## src/rtl/gref_pkg.sv

```systemverilog
package gref_pkg;
    localparam int BYTE_W     = 8;
    localparam int WORD_BYTES = 2;
    localparam int WORD_W     = BYTE_W * WORD_BYTES;

    typedef enum logic [2:0] {
        ST_IDLE,
        ST_ADDR,
        ST_REG,
        ST_DHI,
        ST_DLO,
        ST_GCMD,
        ST_ACK,
        ST_IGNORE
    } state_t;

    typedef enum logic [1:0] {
        ACT_NONE,
        ACT_WORD,
        ACT_RELOAD,
        ACT_GC
    } act_t;
endpackage

```

## src/rtl/gref_line_sync.sv

```systemverilog
module gref_line_sync #(
    parameter int STAGES = 2
) (
    input  logic clk,
    input  logic rst_n,
    input  logic scl_in,
    input  logic sda_in,
    output logic sda_s,
    output logic scl_rise,
    output logic scl_fall,
    output logic start_det,
    output logic stop_det
);
    logic [STAGES-1:0] scl_pipe;
    logic [STAGES-1:0] sda_pipe;
    logic              scl_q;
    logic              sda_q;
    logic              scl_s;

    generate
        if (STAGES == 1) begin : g_one
            always_ff @(posedge clk) begin
                if (!rst_n) begin
                    scl_pipe <= '1;
                    sda_pipe <= '1;
                end else begin
                    scl_pipe <= scl_in;
                    sda_pipe <= sda_in;
                end
            end
        end else begin : g_many
            always_ff @(posedge clk) begin
                if (!rst_n) begin
                    scl_pipe <= '1;
                    sda_pipe <= '1;
                end else begin
                    scl_pipe <= {scl_pipe[STAGES-2:0], scl_in};
                    sda_pipe <= {sda_pipe[STAGES-2:0], sda_in};
                end
            end
        end
    endgenerate

    assign scl_s = scl_pipe[STAGES-1];
    assign sda_s = sda_pipe[STAGES-1];

    always_ff @(posedge clk) begin
        if (!rst_n) begin
            scl_q <= 1'b1;
            sda_q <= 1'b1;
        end else begin
            scl_q <= scl_s;
            sda_q <= sda_s;
        end
    end

    assign scl_rise  = scl_s && !scl_q;
    assign scl_fall  = !scl_s && scl_q;
    assign start_det = scl_s && scl_q && sda_q && !sda_s;
    assign stop_det  = scl_s && scl_q && !sda_q && sda_s;
endmodule

```

## src/rtl/gref_cmd_fsm.sv

```systemverilog
module gref_cmd_fsm
    import gref_pkg::*;
#(
    parameter logic [6:0]        DEV_ADDR   = 7'h74,
    parameter logic [BYTE_W-1:0] RELOAD_REG = 8'h1C,
    parameter logic [BYTE_W-1:0] GC_CODE    = 8'h06
) (
    input  logic              clk,
    input  logic              rst_n,
    input  logic              sda_s,
    input  logic              scl_rise,
    input  logic              scl_fall,
    input  logic              start_det,
    input  logic              stop_det,
    input  logic              addr_pin,
    input  logic              en_pin,
    output logic              sda_oe,
    output logic              wr_stb,
    output logic [BYTE_W-1:0] wr_reg,
    output logic [WORD_W-1:0] wr_data,
    output logic              zero_all_stb,
    output logic              reload_stb
);
    localparam int CNT_W = $clog2(BYTE_W + 1);
    localparam logic [CNT_W-1:0] CNT_FULL = CNT_W'(BYTE_W);

    state_t state_q, state_d;
    state_t after_q, after_d;
    act_t   act_q, act_d;

    logic [BYTE_W-1:0] shift_q;
    logic [CNT_W-1:0]  cnt_q;
    logic [BYTE_W-1:0] reg_q;
    logic [BYTE_W-1:0] hi_q;
    logic [WORD_W-1:0] data_q;
    logic [BYTE_W-1:0] my_addr_byte;
    logic              receiving;
    logic              byte_done;
    logic              fire;

    assign my_addr_byte = {DEV_ADDR[6:1], addr_pin, 1'b0};
    assign receiving    = (state_q == ST_ADDR) || (state_q == ST_REG) ||
                          (state_q == ST_DHI)  || (state_q == ST_DLO) ||
                          (state_q == ST_GCMD);
    assign byte_done    = scl_fall && (cnt_q == CNT_FULL);
    assign fire         = (state_q == ST_ACK) && scl_fall;

    // next-state logic
    always_comb begin
        state_d = state_q;
        after_d = after_q;
        act_d   = act_q;
        if (start_det) begin
            state_d = ST_ADDR;
            act_d   = ACT_NONE;
        end else if (stop_det) begin
            state_d = ST_IDLE;
            act_d   = ACT_NONE;
        end else begin
            unique case (state_q)
                ST_IDLE, ST_IGNORE: begin
                end
                ST_ADDR: begin
                    if (byte_done) begin
                        if (shift_q == my_addr_byte) begin
                            state_d = ST_ACK;
                            after_d = ST_REG;
                        end else if (shift_q == '0) begin
                            state_d = ST_ACK;
                            after_d = ST_GCMD;
                        end else begin
                            state_d = ST_IGNORE;
                        end
                    end
                end
                ST_REG: begin
                    if (byte_done) begin
                        state_d = ST_ACK;
                        after_d = ST_DHI;
                    end
                end
                ST_DHI: begin
                    if (byte_done) begin
                        state_d = ST_ACK;
                        after_d = ST_DLO;
                    end
                end
                ST_DLO: begin
                    if (byte_done) begin
                        state_d = ST_ACK;
                        after_d = ST_IGNORE;
                        if (reg_q != RELOAD_REG) begin
                            act_d = ACT_WORD;
                        end else if (shift_q[0]) begin
                            act_d = ACT_RELOAD;
                        end else begin
                            act_d = ACT_NONE;
                        end
                    end
                end
                ST_GCMD: begin
                    if (byte_done) begin
                        if (shift_q == GC_CODE) begin
                            state_d = ST_ACK;
                            after_d = ST_IGNORE;
                            act_d   = ACT_GC;
                        end else begin
                            state_d = ST_IGNORE;
                        end
                    end
                end
                ST_ACK: begin
                    if (scl_fall) begin
                        state_d = after_q;
                        act_d   = ACT_NONE;
                    end
                end
                default: state_d = ST_IDLE;
            endcase
        end
    end

    // state register
    always_ff @(posedge clk) begin
        if (!rst_n) begin
            state_q <= ST_IDLE;
            after_q <= ST_IDLE;
            act_q   <= ACT_NONE;
        end else begin
            state_q <= state_d;
            after_q <= after_d;
            act_q   <= act_d;
        end
    end

    // bit shifter and captured fields
    always_ff @(posedge clk) begin
        if (!rst_n) begin
            shift_q <= '0;
            cnt_q   <= '0;
            reg_q   <= '0;
            hi_q    <= '0;
            data_q  <= '0;
        end else begin
            if (start_det || fire) begin
                cnt_q <= '0;
            end else if (scl_rise && receiving && cnt_q != CNT_FULL) begin
                cnt_q   <= cnt_q + 1'b1;
                shift_q <= {shift_q[BYTE_W-2:0], sda_s};
            end
            if (byte_done && state_q == ST_REG) reg_q <= shift_q;
            if (byte_done && state_q == ST_DHI) hi_q  <= shift_q;
            if (byte_done && state_q == ST_DLO) data_q <= {hi_q, shift_q};
        end
    end

    // outputs
    always_ff @(posedge clk) begin
        if (!rst_n) begin
            sda_oe       <= 1'b0;
            wr_stb       <= 1'b0;
            wr_reg       <= '0;
            wr_data      <= '0;
            zero_all_stb <= 1'b0;
            reload_stb   <= 1'b0;
        end else begin
            sda_oe       <= (state_d == ST_ACK);
            wr_stb       <= fire && (act_q == ACT_WORD);
            zero_all_stb <= fire && (act_q == ACT_GC) && !en_pin;
            reload_stb   <= fire && ((act_q == ACT_RELOAD) ||
                                     ((act_q == ACT_GC) && en_pin));
            if (fire && act_q == ACT_WORD) begin
                wr_reg  <= reg_q;
                wr_data <= data_q;
            end
        end
    end
endmodule

```

## src/rtl/gamma_i2c_cmd_slave.sv

```systemverilog
module gamma_i2c_cmd_slave
    import gref_pkg::*;
#(
    parameter int         SYNC_STAGES = 2,
    parameter logic [6:0] DEV_ADDR    = 7'h74,
    parameter logic [7:0] RELOAD_REG  = 8'h1C,
    parameter logic [7:0] GC_CODE     = 8'h06
) (
    input  logic        clk,
    input  logic        rst_n,
    input  logic        scl_in,
    input  logic        sda_in,
    input  logic        addr_pin,
    input  logic        en_pin,
    output logic        sda_oe,
    output logic        wr_stb,
    output logic [7:0]  wr_reg,
    output logic [15:0] wr_data,
    output logic        zero_all_stb,
    output logic        reload_stb
);
    logic sda_s;
    logic scl_rise;
    logic scl_fall;
    logic start_det;
    logic stop_det;

    gref_line_sync #(
        .STAGES(SYNC_STAGES)
    ) u_sync (
        .clk      (clk),
        .rst_n    (rst_n),
        .scl_in   (scl_in),
        .sda_in   (sda_in),
        .sda_s    (sda_s),
        .scl_rise (scl_rise),
        .scl_fall (scl_fall),
        .start_det(start_det),
        .stop_det (stop_det)
    );

    gref_cmd_fsm #(
        .DEV_ADDR  (DEV_ADDR),
        .RELOAD_REG(RELOAD_REG),
        .GC_CODE   (GC_CODE)
    ) u_fsm (
        .clk         (clk),
        .rst_n       (rst_n),
        .sda_s       (sda_s),
        .scl_rise    (scl_rise),
        .scl_fall    (scl_fall),
        .start_det   (start_det),
        .stop_det    (stop_det),
        .addr_pin    (addr_pin),
        .en_pin      (en_pin),
        .sda_oe      (sda_oe),
        .wr_stb      (wr_stb),
        .wr_reg      (wr_reg),
        .wr_data     (wr_data),
        .zero_all_stb(zero_all_stb),
        .reload_stb  (reload_stb)
    );
endmodule

```

## config.mk

```make
export PLATFORM = sky130hd
export DESIGN_NAME = gamma_i2c_cmd_slave
export DESIGN_NICKNAME = d
export VERILOG_FILES = /design/src/rtl/gref_pkg.sv /design/src/rtl/gref_line_sync.sv /design/src/rtl/gref_cmd_fsm.sv /design/src/rtl/gamma_i2c_cmd_slave.sv
export SDC_FILE = /design/constraint.sdc
export NUM_CORES = 1
export LEC_CHECK = 0
export BUFFER_PORTS_ARGS = -buffer_cell sky130_fd_sc_hd__buf_4
export CAP_MARGIN = 20
export CORE_MARGIN = 5
export CORE_UTILIZATION = 39
export CTS_CLUSTER_DIAMETER = 40
export DETAILED_ROUTE_END_ITERATION = 12
export GPL_TIMING_DRIVEN = 0
export PLACE_DENSITY_LB_ADDON = 0.05
export SYNTH_ARGS = -nofsm -noshare
export SYNTH_HDL_FRONTEND = slang
export SYNTH_HIERARCHICAL = 1
export SYNTH_SLANG_ARGS = --single-unit
```

## constraint.sdc

```tcl
create_clock -name clk -period 1.56 [get_ports clk]
set_input_delay 0.312 -clock clk [delete_from_list [all_inputs] [get_ports clk]]
set_output_delay 0.312 -clock clk [all_outputs]
set_load 0.03 [all_outputs]
```

==> metrics.md <==
| Metric | Value |
|---|---|
| Outcome | `finished with violations` |
| Failing checks | `negative setup slack` |
| Clock root cell | `clkbuf_8` |
| Worst R2R Setup Slack | `-120 ps` |
| Ys async rst share | `0` |
| Die width | `104 um` |
| IO Count | `34` |
| NetSw | `slightly above 0.9 mW` |
| Num CTS Buffers | `9` |
| Design area | `about 5000 um^2` |
| CORE AREA | `~8600 um^2` |
| Fillers | `around 800` |
| Area growth, synth to finish | `42.1%` |
| Reg-to-reg startpoint | `u_sync/scl_q` |
| Switch share | `0.220` |
| CP max stage cell | `dfxtp_2` |
| Power share of the combinational group | `0.037` |
| Final Util | `0.564` |
| Routed WL | `around 8800 um` |
| Fin crit period | `roughly 1700 ps` |
| Wirelength per Cell | `14.8 um` |
| WP data arrival | `roughly 1900 ps` |
| Clock power frac | `0.437` |
| FP Rows | `34` |
| Latest clock arrival within the worst-skew pair | `350 ps` |
| Internal | `around 3.3 mW` |
| Vias per cell | `around 5.0` |
| Endpoints failing hold | `0` |
| CTS Hold Buffers Added | `0` |
| Share of the yosys chip area belonging to registers | `0.502` |
| Ant diodes | `0` |
| Mean Syn Cell Area | `between 8 and 9 um^2` |
| Worst Setup SP | `u_sync/scl_q` |
| CP endpoint kind | `flip-flop` |
| Syn Inst Count | `410` |
| Crit Path Class | `flip-flop to flip-flop` |
| R2R depth | `9` |
| Delay-heaviest family, CP | `simple AND/OR/NAND/NOR gates` |
| Register share of total power | `0.526` |
| Skew final | `12.4 ps` |
| Pre-antenna DRT Iters | `4` |
| CP Data Required Time | `1790 ps` |
| Worst-Margin Slew | `roughly 740 ps` |
| Post-synth cell types | `46` |
| Leak | `approximately 1.9 nW` |
| Largest stage delay, worst path | `about 330 ps` |
| Dpl cells | `around 550` |
| Worst Setup EP | `u_fsm/after_q[1]` |
| P per Cell Area | `860 nW/um^2` |
| Grt total ovfl | `0` |
| TritonCTS clock tree | `done` |
| Max frequency | `594 MHz` |
| Final Wtd Congestion | `slightly below 0.9` |
| Nets | `approximately 500` |
| Post-Layout Cell Count | `roughly 600` |
| Starting Density | `0.397` |
| Post-route ant nets | `0` |
| DIE AREA | `approximately 11,000 um^2` |
| Die H | `roughly 100 um` |
| Synth Flop Type | `dfxtp_1` |
| Buffers & Inverters on Critical Path | `3` |
| Hold WC Path Type | `primary input to flip-flop` |
| Port bufs | `33` |
| Levels on crit path | `9` |
| Cell Area, Synth | `3430 um^2` |
| EDFF count, synth | `0` |
| HPWL Detailed | `about 5600 um` |
| Max Fanout on Critical Path | `6` |
| # DRC | `0` |
| Synth Register Bits | `86` |
| GRT Resource Usage Total | `0.156` |
| Antenna violations before repair | `0` |
| Placed cell area | `3850 um^2` |
| Initial DRC count | `68` |
| Final period util | `1.08` |
| Largest net degree at the start of global routing | `16` |
| CP cell instances | `nor2b_1 > buf_4 > and4b_1 > buf_8 > nand2_2 > o211ai_1 > buf_4 > nand3_4 > mux2i_1` |
| Vias in the first global route | `between 2,000 and 3,000` |
| Layout cell share with drive strength beyond 1 | `0.411` |
| Syn nets | `418` |
| Top flop regs | `u_fsm/data_q (16), u_fsm/wr_data (16)` |
| CTS HTree Levels | `3` |
| Clk buf depth | `2` |
| Max_slew headroom | `0.504` |
| Max VDD drop | `around 0.57 mV` |
| Kind of start point of the critical path | `flip-flop` |
| Syn. warnings | `6` |
| Setup ws final | `-124 ps` |
| MaxCap Viol Count | `0` |
| Reg2reg end | `u_fsm/after_q[1]` |
| Slew Viols, Final | `0` |
| CTS clk-pin slew, worst paths | `~90 ps` |
| Most used cell, CP | `buf_4` |
| First-pass GRT wire length | `around 14,000 um` |
| RSZ-0062 raised after global routing | `true` |
| Total number of vias | `roughly 3,000` |
| Clock sink count | `86` |
| Endpoints failing setup | `46` |
==> per-stage QoR <==
step           hold WS, ps  power (mW)  setup slack (ps)  TNS (ps)
3_3_place_gp           389        2.37              -329    -17480
2_1_floorplan          385        2.33             -12.6     -25.9
4_1_cts                104        4.20              -148     -3570
5_1_grt                107        4.34              -233     -7250
3_5_place_dp           398        2.37              -322    -17630
6_report               116        4.19              -124     -2480
==> cell families (layout without fill, tap and decap cells) <==
kind of cell / Yosys count / in the layout / synth area share
AO/OA/AOI/OAI: 77 / 77 / 0.125
XOR/XNOR: 5 / 5 / 0.0128
adder cells (fa/ha/maj): 2 / 2 / 0.00730
buffers and inverters: 35 / 114 / 0.0456
flip-flops: 86 / 86 / 0.502
multiplexers: 14 / 14 / 0.0409
AND/OR/NAND/NOR: 191 / 191 / 0.266
==> power by group through the flow <==
stage	Combinational [mW]	Sequential, mW	Clock, mW
6_report	0.154	2.20	1.83
5_1_grt	0.167	2.21	1.97
4_1_cts	0.126	2.20	1.87
3_5_place_dp	0.108	2.26	0
3_3_place_gp	0.108	2.26	0
2_1_floorplan	0.0686	2.26	0
==> layer usage <==
| metal | track usage | share of wire |
|---|---|---|
| met5 | 0 | 0 |
| met1 | 0.207 | 0.49 |
| met3 | 0.0255 | 0.029 |
| met2 | 0.260 | 0.48 |
| met4 | 0.0500 | 0.0092 |
==> cells in the mapped netlist (2+ instances only) <==
library cell / count / area share
o211ai_1: 2 / 0.0044
o21ai_0: 6 / 0.0088
mux2i_1: 14 / 0.041
nand3b_1: 3 / 0.0066
nor3b_1: 2 / 0.0044
a21oi_1: 58 / 0.085
dfxtp_1: 86 / 0.50
nand4b_1: 2 / 0.0051
or3_1: 2 / 0.0037
nand4_1: 3 / 0.0055
inv_1: 8 / 0.0088
nor3_1: 3 / 0.0044
ha_1: 2 / 0.0073
clkbuf_1: 12 / 0.013
nor2_1: 25 / 0.027
nor2b_1: 3 / 0.0055
nand2_1: 108 / 0.12
xor2_1: 3 / 0.0077
buf_2: 13 / 0.019
nand2b_1: 6 / 0.011
xnor2_1: 2 / 0.0051
and4b_1: 3 / 0.0088
and4_1: 2 / 0.0051
nand3_1: 18 / 0.026
and3_1: 3 / 0.0055
==> cell type report <==
type | instances | area, um^2 | share of cell area
flip-flops and latches | 86 | 1750 | 0.359
clock inverters | 5 | 87.6 | 0.0180
plain buffers | 25 | 221 | 0.0455
well taps | 108 | 135 | 0.0278
inverters | 8 | 30.0 | 0.00617
multi-input cells | 289 | 1890 | 0.388
repair buffers | 65 | 608 | 0.125
clock buffers | 11 | 151 | 0.0311
==> timing repair <==
action,4_1_cts,5_1_grt
setup endpoints to repair,76,75
cloned,2,4
buffers inserted,15,11
hold endpoints to repair,0,0
pin swaps,10,30
resized for setup,55,96
==> worst min path at each step <==
stage | from | endpoint | slack [ps] | cells after the start
finish | en_pin | u_fsm/zero_all_stb | 120 | 2
global route | en_pin | u_fsm/zero_all_stb | 110 | 2
CTS | en_pin | u_fsm/zero_all_stb | 100 | 2
detailed placement | u_sync/scl_pipe[0] | u_sync/scl_pipe[1] | 400 | 1
global placement | u_sync/scl_pipe[0] | u_sync/scl_pipe[1] | 390 | 1
floorplan | rst_n | u_sync/scl_pipe[0] | 390 | 1
==> layout by cell type, fill, tap and decap left out, types with 6 or more instances in the layout <==
cell type  instances
mux2i_1           13
nand2_2           37
dfxtp_1           75
o21ai_0            6
clkbuf_8          11
nand2_1           67
nand3_1           13
nor2_1            25
dfxtp_2            7
a21oi_2           25
a21oi_1           33
buf_4             52
buf_8              8
nand2b_1           6
inv_1              8
buf_6             12
No activity file was read; power rests on OpenSTA's default activity.
